[config.mk]
export PLATFORM = sky130hd
export DESIGN_NAME = dump_report_fmt
export DESIGN_NICKNAME = d
export VERILOG_FILES = /design/src/rtl/dump_pkg.sv /design/src/rtl/dump_bin2bcd.sv /design/src/rtl/dump_idx_bcd.sv /design/src/rtl/dump_char_sel.sv /design/src/rtl/dump_report_fmt.sv
export SDC_FILE = /design/constraint.sdc
export NUM_CORES = 1
export LEC_CHECK = 0
export BUFFER_PORTS_ARGS = -buffer_cell sky130_fd_sc_hd__buf_2
export CAP_MARGIN = 20
export CORE_ASPECT_RATIO = 0.9
export CORE_UTILIZATION = 51
export CTS_BUF_LIST = sky130_fd_sc_hd__clkbuf_2
export CTS_CLUSTER_DIAMETER = 150
export DETAILED_ROUTE_END_ITERATION = 12
export HOLD_SLACK_MARGIN = 0.15
export PLACE_DENSITY = 0.68
export SYNTH_ARGS = -nofsm -noshare
export SYNTH_HDL_FRONTEND = slang
export SYNTH_HIERARCHICAL = 1
export SYNTH_SLANG_ARGS = --single-unit
export TNS_END_PERCENT = 50
[constraint.sdc]
create_clock -name clk_i -period 8.1 [get_ports clk_i]
set_input_delay 2.025 -clock clk_i [delete_from_list [all_inputs] [get_ports clk_i]]
set_output_delay 2.025 -clock clk_i [all_outputs]
set_load 0.02 [all_outputs]
[src/rtl/dump_pkg.sv]
package dump_pkg;
  localparam logic [7:0] CH_ZERO  = 8'h30;
  localparam logic [7:0] CH_SPACE = 8'h20;
  localparam logic [7:0] CH_CR    = 8'h0D;
  localparam logic [7:0] CH_LF    = 8'h0A;
  localparam logic [7:0] CH_STAR  = 8'h2A;

  typedef enum logic [2:0] {
    S_IDLE,
    S_RD,
    S_LAT,
    S_CONV,
    S_EMIT,
    S_PROMPT
  } state_e;
endpackage

[src/rtl/dump_bin2bcd.sv]
module dump_bin2bcd #(
  parameter int VAL_W      = 30,
  parameter int BCD_DIGITS = 10,
  parameter int OUT_DIGITS = 9
) (
  input  logic                    clk_i,
  input  logic                    rst_ni,
  input  logic                    start_i,
  input  logic [VAL_W-1:0]        bin_i,
  output logic                    done_o,
  output logic [OUT_DIGITS*4-1:0] bcd_o
);
  localparam int BCD_W  = BCD_DIGITS * 4;
  localparam int WORK_W = BCD_W + VAL_W;
  localparam int CNT_W  = $clog2(VAL_W + 1);

  logic [WORK_W-1:0] work_q;
  logic [BCD_W-1:0]  bcd_adj;
  logic [CNT_W-1:0]  cnt_q;
  logic              done_q;

  // add 3 to every digit of 5 or more before the shift
  for (genvar g = 0; g < BCD_DIGITS; g++) begin : g_adj
    logic [3:0] dig;
    assign dig = work_q[VAL_W + g*4 +: 4];
    assign bcd_adj[g*4 +: 4] = (dig >= 4'd5) ? dig + 4'd3 : dig;
  end

  always_ff @(posedge clk_i or negedge rst_ni) begin
    if (!rst_ni) begin
      work_q <= '0;
      cnt_q  <= '0;
      done_q <= 1'b0;
    end else if (start_i) begin
      work_q <= {{BCD_W{1'b0}}, bin_i};
      cnt_q  <= CNT_W'(VAL_W);
      done_q <= 1'b0;
    end else if (cnt_q != '0) begin
      work_q <= {bcd_adj, work_q[VAL_W-1:0]} << 1;
      cnt_q  <= cnt_q - 1'b1;
      done_q <= (cnt_q == CNT_W'(1));
    end else begin
      done_q <= 1'b0;
    end
  end

  assign done_o = done_q;
  assign bcd_o  = work_q[VAL_W +: OUT_DIGITS*4];
endmodule

[src/rtl/dump_idx_bcd.sv]
module dump_idx_bcd #(
  parameter int IDX_DIGITS = 2
) (
  input  logic                    clk_i,
  input  logic                    rst_ni,
  input  logic                    clear_i,
  input  logic                    inc_i,
  output logic [IDX_DIGITS*4-1:0] bcd_o
);
  logic [IDX_DIGITS-1:0] cin;

  for (genvar g = 0; g < IDX_DIGITS; g++) begin : g_dig
    logic [3:0] dig_q;
    if (g == 0) begin : g_lsd
      assign cin[g] = inc_i;
    end else begin : g_upper
      assign cin[g] = cin[g-1] & (g_dig[g-1].dig_q == 4'd9);
    end

    always_ff @(posedge clk_i or negedge rst_ni) begin
      if (!rst_ni)               dig_q <= '0;
      else if (clear_i)          dig_q <= '0;
      else if (cin[g])           dig_q <= (dig_q == 4'd9) ? 4'd0 : dig_q + 4'd1;
    end

    assign bcd_o[g*4 +: 4] = dig_q;
  end
endmodule

[src/rtl/dump_char_sel.sv]
module dump_char_sel
  import dump_pkg::*;
#(
  parameter int DIGITS     = 9,
  parameter int IDX_DIGITS = 2,
  parameter int POS_W      = 4
) (
  input  logic                    dflt_i,
  input  logic [POS_W-1:0]        pos_i,
  input  logic [DIGITS*4-1:0]     val_bcd_i,
  input  logic [IDX_DIGITS*4-1:0] idx_bcd_i,
  output logic [7:0]              char_o,
  output logic                    last_o
);
  localparam int HDR = IDX_DIGITS + 1;

  logic [POS_W-1:0] off;
  logic [POS_W-1:0] rel;
  logic [3:0]       idx_nib;
  logic [3:0]       val_nib;

  assign off = dflt_i ? '0 : POS_W'(HDR);
  assign rel = pos_i - off;

  always_comb begin
    idx_nib = '0;
    for (int i = 0; i < IDX_DIGITS; i++)
      if (pos_i == POS_W'(IDX_DIGITS - 1 - i)) idx_nib = idx_bcd_i[i*4 +: 4];
    val_nib = '0;
    for (int i = 0; i < DIGITS; i++)
      if (rel == POS_W'(DIGITS - 1 - i)) val_nib = val_bcd_i[i*4 +: 4];
  end

  always_comb begin
    last_o = 1'b0;
    if (pos_i < off) begin
      char_o = (pos_i == POS_W'(IDX_DIGITS)) ? CH_SPACE : (CH_ZERO | {4'b0, idx_nib});
    end else if (rel < POS_W'(DIGITS)) begin
      char_o = CH_ZERO | {4'b0, val_nib};
    end else if (rel == POS_W'(DIGITS)) begin
      char_o = CH_CR;
    end else begin
      char_o = CH_LF;
      last_o = 1'b1;
    end
  end
endmodule

[src/rtl/dump_report_fmt.sv]
module dump_report_fmt
  import dump_pkg::*;
#(
  parameter int VAL_W      = 30,
  parameter int DIGITS     = 9,
  parameter int CH_NUM     = 64,
  parameter int IDX_DIGITS = 2
) (
  input  logic                      clk_i,
  input  logic                      rst_ni,
  input  logic                      start_i,
  output logic                      busy_o,
  output logic                      rd_en_o,
  output logic                      rd_dflt_o,
  output logic [$clog2(CH_NUM)-1:0] rd_idx_o,
  input  logic [VAL_W-1:0]          rd_data_i,
  output logic                      tx_valid_o,
  output logic [7:0]                tx_data_o,
  input  logic                      tx_ready_i
);
  localparam int CH_W       = $clog2(CH_NUM);
  localparam int BCD_DIGITS = (VAL_W * 302 + 999) / 1000;
  localparam int LINE_MAX   = IDX_DIGITS + 1 + DIGITS + 2;
  localparam int POS_W      = $clog2(LINE_MAX + 1);

  state_e                  state_q;
  logic [POS_W-1:0]        pos_q;
  logic                    dflt_q;
  logic [CH_W-1:0]         ch_q;
  logic                    conv_done;
  logic [DIGITS*4-1:0]     val_bcd;
  logic [IDX_DIGITS*4-1:0] idx_bcd;
  logic [7:0]              line_char;
  logic                    line_last;
  logic                    line_end;

  assign line_end = (state_q == S_EMIT) && tx_ready_i && line_last;

  dump_bin2bcd #(
    .VAL_W(VAL_W), .BCD_DIGITS(BCD_DIGITS), .OUT_DIGITS(DIGITS)
  ) u_conv (
    .clk_i  (clk_i),
    .rst_ni (rst_ni),
    .start_i(state_q == S_LAT),
    .bin_i  (rd_data_i),
    .done_o (conv_done),
    .bcd_o  (val_bcd)
  );

  dump_idx_bcd #(.IDX_DIGITS(IDX_DIGITS)) u_idx (
    .clk_i  (clk_i),
    .rst_ni (rst_ni),
    .clear_i((state_q == S_IDLE) && start_i),
    .inc_i  (line_end && !dflt_q),
    .bcd_o  (idx_bcd)
  );

  dump_char_sel #(
    .DIGITS(DIGITS), .IDX_DIGITS(IDX_DIGITS), .POS_W(POS_W)
  ) u_sel (
    .dflt_i   (dflt_q),
    .pos_i    (pos_q),
    .val_bcd_i(val_bcd),
    .idx_bcd_i(idx_bcd),
    .char_o   (line_char),
    .last_o   (line_last)
  );

  always_ff @(posedge clk_i or negedge rst_ni) begin
    if (!rst_ni) begin
      state_q <= S_IDLE;
      pos_q   <= '0;
      dflt_q  <= 1'b1;
      ch_q    <= '0;
    end else begin
      case (state_q)
        S_IDLE: if (start_i) begin
          state_q <= S_RD;
          dflt_q  <= 1'b1;
          ch_q    <= '0;
        end
        S_RD:   state_q <= S_LAT;
        S_LAT:  state_q <= S_CONV;
        S_CONV: if (conv_done) begin
          state_q <= S_EMIT;
          pos_q   <= '0;
        end
        S_EMIT: if (tx_ready_i) begin
          if (line_last) begin
            pos_q <= '0;
            if (dflt_q) begin
              dflt_q  <= 1'b0;
              state_q <= S_RD;
            end else if (ch_q == CH_W'(CH_NUM - 1)) begin
              state_q <= S_PROMPT;
            end else begin
              ch_q    <= ch_q + 1'b1;
              state_q <= S_RD;
            end
          end else begin
            pos_q <= pos_q + 1'b1;
          end
        end
        S_PROMPT: if (tx_ready_i) state_q <= S_IDLE;
        default:  state_q <= S_IDLE;
      endcase
    end
  end

  assign busy_o     = (state_q != S_IDLE);
  assign rd_en_o    = (state_q == S_RD);
  assign rd_dflt_o  = dflt_q;
  assign rd_idx_o   = ch_q;
  assign tx_valid_o = (state_q == S_EMIT) || (state_q == S_PROMPT);
  assign tx_data_o  = (state_q == S_PROMPT) ? CH_STAR : line_char;
endmodule

==> key figures <==
STA
  • RSZ-0062 raised after global routing: false
  • Post-Route Setup TNS: 0 ns
  • Final Skew: 0.02899 ns
  • WHS: 0.5302 ns
  • Final Hold Fails: 0
  • Setup-failing EPs final: 0
  • Max_slew headroom: about two fifths
  • Slew Limit Fails: 0
  • F_max: ~160 MHz
  • Worst Tran Pin Value: between 0.8 and 0.9 ns
  • Min Clock Period, post-route: about 6.4 ns
  • Fin crit share: slightly below 80%

Clock tree
  • Num CTS Buffers: 9
  • CTS Hold Bufs: 0
  • Clk buf depth: 2
  • CTS sink cnt: 94
  • Post-CTS setup buffer count: 0
  • Root Driver: clkbuf_2
  • CTS clk-pin slew, worst paths: ~0.25 ns
  • Clock latency on the worst-skew pair: 0.59 ns
  • CTS tree: yes
  • Post-CTS resize count: 0
  • Htree depth: 3

Critical path
  • CP arrival: between 4 and 5 ns
  • Crit path cell chain: inv_1 > ha_1 > fa_1 > nor2b_1 > nor2b_1 > nor2_1 > a2111oi_2 > o31ai_1 > a31o_1 > and2_1 > buf_2
  • Setup CP Type: reg -> out
  • Crit-path slowest cell: fa_1
  • CP max FO: 24
  • Startpoint types: register
  • Crit path required time: a little over 6 ns
  • Delay of the slowest critical-path stage: 1.09 ns
  • Worst Setup End Kind: primary output
  • Crit path top cell by count: nor2b_1

Cells and area
  • Share of cells above drive strength 1: between 15 and 20%
  • Total Nets Final: 710
  • # fillers: 1067
  • Area delta synth->final: 1.183%
  • Area occupied by multi-input gates: 3122 µm²
  • Finished Layout Cells: a little over 800
  • Register area: around 2400 µm²
  • Cell area after layout: approximately 6300 µm²

Drt
  • Vias per inst: around 6.0
  • Top sig layer: met4
  • Post-Route M1 WL: around 6.3 mm
  • Final wirelength: ~13 mm
  • DR iter-0 viols: roughly 470
  • 1st-pass router iterations: 12
  • Via count: 4857
  • Routed wire per std cell: 16.21 µm
  • Met3 wire length: around 600 µm
  • Routed wl met2: about 6 mm
  • Residual DRC: 0
  • Final ANT Viol Nets: 0

Placement
  • Dpl hpwl: ~9.1 mm
  • Placed cell count: 792
  • Gpl congestion: between 0.8 and 0.9
  • Dpl cell area: between 6000 and 7000 µm²
  • Port bufs: between 40 and 50

Logic synthesis
  • Post-Syn Instances: roughly 650
  • Synth cell types: 90
  • Most frequent cells after synthesis: dfrtp_1 (93), inv_1 (68), buf_4 (42)
  • Synthesized area: 6240 µm²
  • Register area share after synthesis: a little under two fifths
  • Synth area leaders: dfrtp_1 (37%), ha_1 (5.6%), buf_4 (5.1%)
  • Most frequent cell after synthesis: dfrtp_1
  • Synth top area share: between 30 and 40%
  • Synth Area per Inst: approximately 9.6 µm²
  • FFs w/ async S/R, synth: between 90% and 100%
  • Post-synth EDFFs: 0
  • Flops & latches, synth: 94
  • Syn. warnings: 6
  • Largest area contributor in the netlist: dfrtp_1
  • Top_reg_cell synth: dfrtp_1

Hold path
  • Tightest Hold Check Type: reg -> reg

Pwr
  • Design Power: roughly 2.6 mW
  • Cell Pwr Density: roughly 410 nW/µm²
  • Peak VDD IR: 0.1746 mV
  • P_leak: slightly above 3 nW

Floorplanning
  • I/O pins: 52
  • Core area: approximately 12000 µm²
  • Die H: roughly 110 µm
  • Die width: around 120 µm
  • Initial cell density of the core: 53.49%
  • Cell Rows: 37
  • Overall die area: 12680 µm²

Global route
  • Vias in the first global route: around 4600
  • Remaining global-route overflow: 0
  • Antenna violations before repair: 1
  • First-pass GRT wire length: 22.14 mm
  • Global Route Usage Sum: 21.76%
  • Largest net degree at the start of global routing: roughly 70

Run
  • Max Cap Violations: 0

Run status
  • Status: finished clean
[cells in the final DEF (no fill, tap or decap), drive strengths merged, types with 19 or more instances in the layout]
cell type	netlist	final
o21ai	41	41
ha	28	28
dfrtp	93	93
a222oi	29	29
a21oi	29	29
nand2	39	39
nor2	30	30
nand3	19	19
inv	68	69
nand2b	19	19
buf	59	53
[final cells by class]
| type | instances | share of cell area, % |
|---|---|---|
| Multi-Input combinational cell | 421 | 49.45 |
| Sequential cell | 94 | 37.28 |
| Timing Repair Buffer | 53 | 4.400 |
| Inverter | 68 | 4.043 |
| Tap cell | 156 | 3.092 |
| Clock inverter | 7 | 0.9909 |
| Clock buffer | 9 | 0.7134 |
| Antenna cell | 1 | 0.03964 |
[worst max-delay path: cells and delay by family (launching register included)]
| family | cells | cell delay, ns |
|---|---|---|
| AO/OA/AOI/OAI | 3 | 0.78 |
| adder cells (fa/ha/maj) | 2 | 1.34 |
| buffers and inverters | 2 | 0.24 |
| flip-flops | 1 | 0.65 |
| AND/OR/NAND/NOR | 4 | 0.76 |
[flip-flops by register name, summed over array words and instances, names as in the netlist]
name	count
u_idx/g_dig.dig_q	8
state_q	3
u_conv/cnt_q	5
u_conv/done_o	1
rd_idx_o	6
u_conv/work_q	66
rd_dflt_o	1
pos_q	4
[cells by family (layout without fill, tap and decap cells)]
group,after synthesis,in the layout,share of synthesized area (%)
buffers and inverters,139,137,12.55
AO/OA/AOI/OAI,184,184,22.30
adder cells (fa/ha/maj),29,29,5.936
multiplexers,21,21,3.669
other,1,3,0.06010
flip-flops,94,94,37.72
AND/OR/NAND/NOR,171,171,15.68
XOR/XNOR,14,14,2.086
[metal layers]
| metal | vias up | track usage [%] |
|---|---|---|
| met5 | - | 0 |
| met4 | 0 | 6.781 |
| met3 | 18 | 5.426 |
| met2 | 123 | 34.50 |
| met1 | 2391 | 29.30 |
| li1 | 2325 | - |
[worst paths after layout]
check                                  startpoint                 endpoint  slack [ns]  cells after the start
worst max register to register          rd_dflt_o  u_idx/g_dig[1].dig_q[1]        4.03                     11
worst min-delay path            u_conv/work_q[11]        u_conv/work_q[11]        0.53                      2
min in group asynchronous                  rst_ni  u_idx/g_dig[0].dig_q[0]        1.29                      1
max in group asynchronous                  rst_ni        u_conv/work_q[40]        5.59                      2
worst max-delay path                    rd_dflt_o             tx_data_o[0]        1.70                     11
worst min register to register  u_conv/work_q[11]        u_conv/work_q[11]        0.53                      2
[power by group]
part | internal [mW] | leakage, nW | switching, mW
sequential | 0.649 | 1.19 | 0.205
combinational | 0.687 | 1.78 | 0.842
clock | 0.0688 | 0.0648 | 0.166
total | 1.40 | 3.04 | 1.21
[stage by stage]
stage / utilization [%] / worst slack, ns
after floorplan: - / 3.159
after global placement: 53.17 / 2.525
after CTS: 54.10 / 1.716
after detailed placement: 53.17 / 2.448
after global routing: 54.12 / 1.426
final: 54.12 / 1.705
No activity file was read; power rests on OpenSTA's default activity.
